[src/rtl/gr_norm_pkg.sv]
package gr_norm_pkg;

  parameter int unsigned GRN_CODE_W = 3;

  typedef enum logic {
    GRN_DIRECT   = 1'b0,
    GRN_INVERTED = 1'b1
  } grn_dir_e;

endpackage

[src/rtl/grn_cfg_regs.sv]
module grn_cfg_regs
  import gr_norm_pkg::*;
#(
  parameter int unsigned EXP_W = GRN_CODE_W
) (
  input  logic             clk,
  input  logic             rst_n,
  input  logic             we,
  input  logic             inv_i,
  input  logic [EXP_W-1:0] off_i,
  output grn_dir_e         dir_o,
  output logic [EXP_W-1:0] off_o
);

  grn_dir_e         dir_q;
  logic [EXP_W-1:0] off_q;

  always_ff @(posedge clk) begin
    if (!rst_n) begin
      dir_q <= GRN_DIRECT;
      off_q <= '0;
    end else if (we) begin
      dir_q <= inv_i ? GRN_INVERTED : GRN_DIRECT;
      off_q <= off_i;
    end
  end

  assign dir_o = dir_q;
  assign off_o = off_q;

endmodule

[src/rtl/grn_shift_calc.sv]
module grn_shift_calc
  import gr_norm_pkg::*;
#(
  parameter int unsigned EXP_W = GRN_CODE_W
) (
  input  logic [EXP_W-1:0] code_i,
  input  grn_dir_e         dir_i,
  input  logic [EXP_W-1:0] off_i,
  output logic [EXP_W-1:0] shamt_o
);

  // Sums are truncated to EXP_W bits, which wraps them modulo 2**EXP_W.
  // For a 3-bit code, ~code is 7 - code.
  logic [EXP_W-1:0] code_eff;

  always_comb begin
    code_eff = (dir_i == GRN_INVERTED) ? ~code_i : code_i;
    shamt_o  = code_eff + off_i;
  end

endmodule

[src/rtl/grn_ashift.sv]
module grn_ashift #(
  parameter int unsigned DATA_W = 16,
  parameter int unsigned SH_W   = 3
) (
  input  logic [DATA_W-1:0] din,
  input  logic [SH_W-1:0]   shamt,
  output logic [DATA_W-1:0] dout
);

  // Logarithmic shifter: stage k moves the word right by 2**k when
  // bit k of the amount is set, filling the top with the sign bit.
  logic [DATA_W-1:0] stg [SH_W+1];

  assign stg[0] = din;

  for (genvar k = 0; k < SH_W; k++) begin : g_stage
    localparam int unsigned STEP = 1 << k;
    always_comb begin
      if (shamt[k])
        stg[k+1] = $unsigned($signed(stg[k]) >>> STEP);
      else
        stg[k+1] = stg[k];
    end
  end

  assign dout = stg[SH_W];

endmodule

[src/rtl/gr_exp_normalizer.sv]
module gr_exp_normalizer
  import gr_norm_pkg::*;
#(
  parameter int unsigned DATA_W = 16,
  parameter int unsigned EXP_W  = GRN_CODE_W
) (
  input  logic              clk,
  input  logic              rst_n,
  input  logic              cfg_we,
  input  logic              cfg_invert,
  input  logic [EXP_W-1:0]  cfg_offset,
  input  logic              in_valid,
  output logic              in_ready,
  input  logic [DATA_W-1:0] in_data,
  input  logic [EXP_W-1:0]  in_exp,
  output logic              out_valid,
  input  logic              out_ready,
  output logic [DATA_W-1:0] out_data
);

  grn_dir_e          dir_q;
  logic [EXP_W-1:0]  off_q;
  logic [EXP_W-1:0]  shamt;
  logic [DATA_W-1:0] shifted;
  logic              accept;
  logic              vld_q;
  logic [DATA_W-1:0] dat_q;

  grn_cfg_regs #(.EXP_W(EXP_W)) u_cfg (
    .clk   (clk),
    .rst_n (rst_n),
    .we    (cfg_we),
    .inv_i (cfg_invert),
    .off_i (cfg_offset),
    .dir_o (dir_q),
    .off_o (off_q)
  );

  grn_shift_calc #(.EXP_W(EXP_W)) u_calc (
    .code_i  (in_exp),
    .dir_i   (dir_q),
    .off_i   (off_q),
    .shamt_o (shamt)
  );

  grn_ashift #(.DATA_W(DATA_W), .SH_W(EXP_W)) u_shift (
    .din   (in_data),
    .shamt (shamt),
    .dout  (shifted)
  );

  assign in_ready = !vld_q || out_ready;
  assign accept   = in_valid && in_ready;

  always_ff @(posedge clk) begin
    if (!rst_n) begin
      vld_q <= 1'b0;
      dat_q <= '0;
    end else begin
      if (accept) begin
        vld_q <= 1'b1;
        dat_q <= shifted;
      end else if (out_ready) begin
        vld_q <= 1'b0;
      end
    end
  end

  assign out_valid = vld_q;
  assign out_data  = dat_q;

endmodule

[config.mk]
export PLATFORM = sky130hd
export DESIGN_NAME = gr_exp_normalizer
export DESIGN_NICKNAME = d
export VERILOG_FILES = /design/src/rtl/gr_norm_pkg.sv /design/src/rtl/grn_cfg_regs.sv /design/src/rtl/grn_shift_calc.sv /design/src/rtl/grn_ashift.sv /design/src/rtl/gr_exp_normalizer.sv
export SDC_FILE = /design/constraint.sdc
export NUM_CORES = 1
export LEC_CHECK = 0
export ABC_AREA = 1
export ABC_CLOCK_PERIOD_IN_PS = 2600
export CORE_MARGIN = 3
export CORE_UTILIZATION = 47
export DETAILED_ROUTE_END_ITERATION = 7
export PLACE_DENSITY = 0.87
export RECOVER_POWER = 25
export SETUP_SLACK_MARGIN = 0.02
export SYNTH_ARGS = -nofsm -noshare
export SYNTH_HDL_FRONTEND = slang
export SYNTH_SLANG_ARGS = --single-unit
[constraint.sdc]
create_clock -name clk -period 2.6 [get_ports clk]
set_input_delay 0.26 -clock clk [delete_from_list [all_inputs] [get_ports clk]]
set_output_delay 0.26 -clock clk [all_outputs]
set_load 0.1 [all_outputs]
==> impl.org <==
** Status
- Status :: complete, no violations

** STA
- The worst path meets setup with 0.3018 ns of slack.
- Setup Skew :: 0.004489 ns
- Worst slew slack as a fraction of its limit :: 0.2174
- For the final routed database, the setup TNS stands at 0 ns.
- Total count of max-transition violations in the final report :: 0
- Derived from the worst setup path, the maximum achievable clock frequency is 0.4351 GHz.
- Measured slew at the worst slew-check pin :: 1.179 ns
- Final hold violation count :: 0
- RSZ-0062 raised after global routing :: false
- Setup violations remaining at the end of the flow were counted as 0.
- The routed design could run at a clock period as short as 2.298 ns.
- In the finished design, the share of the clock period the worst path needs comes to 0.8839.

** Pwr
- Overall power of the completed layout :: 1335 µW
- Reported leakage power :: 0.001015 µW
- Worst IR Drop VDD :: 0.3656 mV
- Power density cells :: 679.8 nW/µm²

** Routing
- In the detailed route, the total length drawn on met3 is 200 µm.
- After detailed routing, the average wire length per cell comes to 10.47 µm.
- Wire length the detailed router placed on met1 :: 1513 µm
- Post-DRT Antenna Nets :: 0
- Detail Route met2 WL :: 1785 µm
- Routed wire length :: 3530 µm
- The routed layout has 1641 vias.
- The detailed router used layers up to and including met4.
- Detailed-router iteration count before antenna repair :: 4
- Violation count after the first detailed-routing iteration :: 43
- Per-cell via count in the routed design :: 4.869
- Drt drc :: 0

** Placement
- Routability cong. :: 0.8474
- Number of port buffers :: 45
- Before CTS, the worst setup slack after placement is 0.03281 ns.
- Placed wire-length estimate after detailed placement :: 2895 µm

** Clock tree
- Clock net sink count :: 21
- CTS tree :: done
- In this run, CTS created clock tree buffers numbering 3.
- In this run the deepest clock path goes through 2 buffers.
- # Post-CTS Setup Buffers :: 0
- Root buffer cell :: sky130_fd_sc_hd__clkbuf_4
- After clock tree synthesis, the clock-pin slew on the worst setup and hold paths is 0.12 ns.
- Count of hold-fix buffers inserted at cts :: 0
- Number of H-tree levels :: 1
- Gates resized during post-CTS repair numbered 0.
- Insertion delay of the later-clocked pin in the worst-skew pair :: 0.30 ns

** Global routing
- The number of global-route vias before repair was 1535.
- Remaining Overflow, GRT :: 0
- Global-route wire length before repair :: 6223 µm
- In the global route stage, overall resource usage came out at 0.1887.
- Maximum number of pins on one net before global-route repair :: 23
- Initial antenna violation count :: 0

** Floorplanning
- Overall die area :: 3959 µm²
- The core region is 3078 µm².
- Die height :: 62.92 µm
- 46 I/O pins were placed.
- For this configuration, the core starts out at a cell density of 0.4947.
- Count of standard-cell rows :: 20
- From left edge to right edge, the die measures 62.92 µm.

** Setup path
- Maximum fanout encountered on the critical timing path :: 14
- Reg2reg end :: out_data[9]
- Slack of the worst reg-to-reg path :: 0.30 ns
- The worst register-to-register path begins at u_cfg.dir_o.
- Worst Setup End Kind :: register
- STA puts the critical path data arrival time at 2.54 ns.
- For this design, the slowest cell found on the critical path is sky130_fd_sc_hd__dfxtp_1.
- Required time of the worst setup path :: 2.84 ns
- Family with the most delay on the worst path :: adder cells
- Cell repeated most along the worst path :: sky130_fd_sc_hd__nand2_1
- For the worst flop-to-flop path, the logic depth is 11.
- The signal on the critical path passes through xor2_1 > ha_1 > inv_1 > fa_1 > inv_1 > nand2_1 > nand2_1 > nand3_1 > nand2_1 > nand2_1 > a21oi_1.
- The critical path is of the reg2reg type.
- Worst setup SP type :: register
- In this design, the stage delay of the slowest critical-path cell is 0.46 ns.
- Counting both buffers and inverters, the worst setup path holds a total of 2.

** Logic synthesis
- Post-synthesis area per instance :: 6.091 µm²
- Yosys reg bits :: 21
- The synthesized netlist occupies a cell area of 1523 µm².
- Synth cell types :: 25
- Asr flop ratio synth :: 0
- Warnings from Yosys :: 0
- Post-synth EDFFs :: 0
- By area the synthesized netlist is led by sky130_fd_sc_hd__dfxtp_1 28%, sky130_fd_sc_hd__nand2_1 19%, sky130_fd_sc_hd__nand3_1 13%.
- Synth top area share :: 0.2761
- Cell type with the largest total area after synthesis :: sky130_fd_sc_hd__dfxtp_1
- Most instantiated library cell after synthesis :: sky130_fd_sc_hd__nand2_1
- By count the netlist is led by 76 x sky130_fd_sc_hd__nand2_1, 41 x sky130_fd_sc_hd__nand3_1, 29 x sky130_fd_sc_hd__inv_1, 23 x sky130_fd_sc_hd__nor2_1, 21 x sky130_fd_sc_hd__dfxtp_1.
- Part of the Yosys area used for sequential elements :: 0.2761
- Counting every net in the synthesized netlist gives 281.
- Most used DFF post-synth :: sky130_fd_sc_hd__dfxtp_1
- Mapped Cells :: 250

** Hold path
- Path class of the lowest-slack min-delay path :: reg2reg
- The worst hold path terminates at out_data[3].
- Hold depth :: 2
- Beginning of the worst hold path :: out_data[3]

** Final layout
- Sequential Area :: 420.4 µm²
- Ratio of cells with drive above 1 in the final layout :: 0.1468
- The number of antenna diodes in the final layout is 0.
- The multi-input combinational cells in the finished layout cover a total of 899.6 µm².
- In the final design database the tool counted 325 nets.
- Area growth syn-to-layout :: 28.92%
- Fill cells :: 320

** Run
- The tool flagged a number of max-cap violations equal to 0.
## report_power, final
part           switching [µW]  internal [µW]  leakage, µW
clock network            99.7           57.4    0.0000177
registers                19.7            360     0.000174
logic                     558            240     0.000824
## worst max-delay path by stage
stage | from | end | slack (ns) | cells past startpoint
3_5_place_dp | in_exp[0] | out_data[10] | 0.03 | 12
6_report | u_cfg.dir_o | out_data[9] | 0.30 | 11
4_1_cts | u_cfg.dir_o | out_data[10] | 0.29 | 11
5_1_grt | u_cfg.dir_o | out_data[10] | 0.04 | 11
3_3_place_gp | in_exp[0] | out_data[10] | 0.07 | 12
2_1_floorplan | out_valid | out_data[8] | 0.29 | 5
## logic make-up after synthesis
kind of cell             count (synthesis)  share of synthesized area
flip-flops                              21                     0.2761
AND/OR/NAND/NOR                        159                     0.4659
XOR/XNOR                                 3                    0.01726
adder cells (fa/ha/maj)                  3                    0.02958
AO/OA/AOI/OAI                           22                    0.07642
buffers and inverters                   42                     0.1347
## worst reg2reg max path, cell delays in order, from the launching register on
cell and delay [ns]:
sky130_fd_sc_hd__dfxtp_1 0.46, sky130_fd_sc_hd__xor2_1 0.22, sky130_fd_sc_hd__ha_1 0.17, sky130_fd_sc_hd__inv_1 0.05, sky130_fd_sc_hd__fa_1 0.45, sky130_fd_sc_hd__inv_1 0.32, sky130_fd_sc_hd__nand2_1 0.12, sky130_fd_sc_hd__nand2_1 0.13
sky130_fd_sc_hd__nand3_1 0.08, sky130_fd_sc_hd__nand2_1 0.07, sky130_fd_sc_hd__nand2_1 0.05, sky130_fd_sc_hd__a21oi_1 0.13
## flip-flops by register name, indices dropped and copies added (netlist names)
name         cells
u_cfg.off_o      3
out_data        16
out_valid        1
u_cfg.dir_o      1
## final cells by class
class / count / area share
repair buffers: 51 / 0.2282
well taps: 44 / 0.02804
clock buffers: 3 / 0.01147
flip-flops and latches: 21 / 0.2141
inverters: 30 / 0.05736
multi-input cells: 187 / 0.4583
clock inverters: 1 / 0.002549
## through the flow
stage	hold WS [ns]	util	std cells	cell area [µm²]
floorplan	0.3949	-	250	1525
global placement	0.4531	0.6337	333	1951
detailed placement	0.4559	0.6337	333	1951
CTS	0.4743	0.6427	337	1978
global route	0.4921	0.6378	337	1963
finish	0.4701	0.6378	337	1963
## cell usage in the layout (no fill, tap or decap)
cell and n:
sky130_fd_sc_hd__clkbuf_1 4, sky130_fd_sc_hd__xor2_1 1, sky130_fd_sc_hd__fa_1 1, sky130_fd_sc_hd__nand3_2 1, sky130_fd_sc_hd__nand2_4 2, sky130_fd_sc_hd__clkbuf_4 3
sky130_fd_sc_hd__nor2_1 23, sky130_fd_sc_hd__nand2_1 75, sky130_fd_sc_hd__o21ai_0 10, sky130_fd_sc_hd__clkinv_2 1, sky130_fd_sc_hd__a211oi_1 1, sky130_fd_sc_hd__nand2_2 13
sky130_fd_sc_hd__a21oi_2 1, sky130_fd_sc_hd__clkdlybuf4s50_1 25, sky130_fd_sc_hd__buf_4 19, sky130_fd_sc_hd__dfxtp_1 21, sky130_fd_sc_hd__xnor2_1 2, sky130_fd_sc_hd__buf_12 1
sky130_fd_sc_hd__inv_1 29, sky130_fd_sc_hd__a21oi_1 10, sky130_fd_sc_hd__nand4_1 2, sky130_fd_sc_hd__nor2_2 2, sky130_fd_sc_hd__clkinv_1 1, sky130_fd_sc_hd__ha_1 2
sky130_fd_sc_hd__dlygate4sd3_1 2, sky130_fd_sc_hd__nand3_1 41
## layer usage
layer / track usage / vias up
met5: 0 / -
met4: 0.04132 / 0
met3: 0.04496 / 4
met2: 0.3505 / 48
met1: 0.2154 / 718
li1: - / 871
No activity file was read; power rests on OpenSTA's default activity.
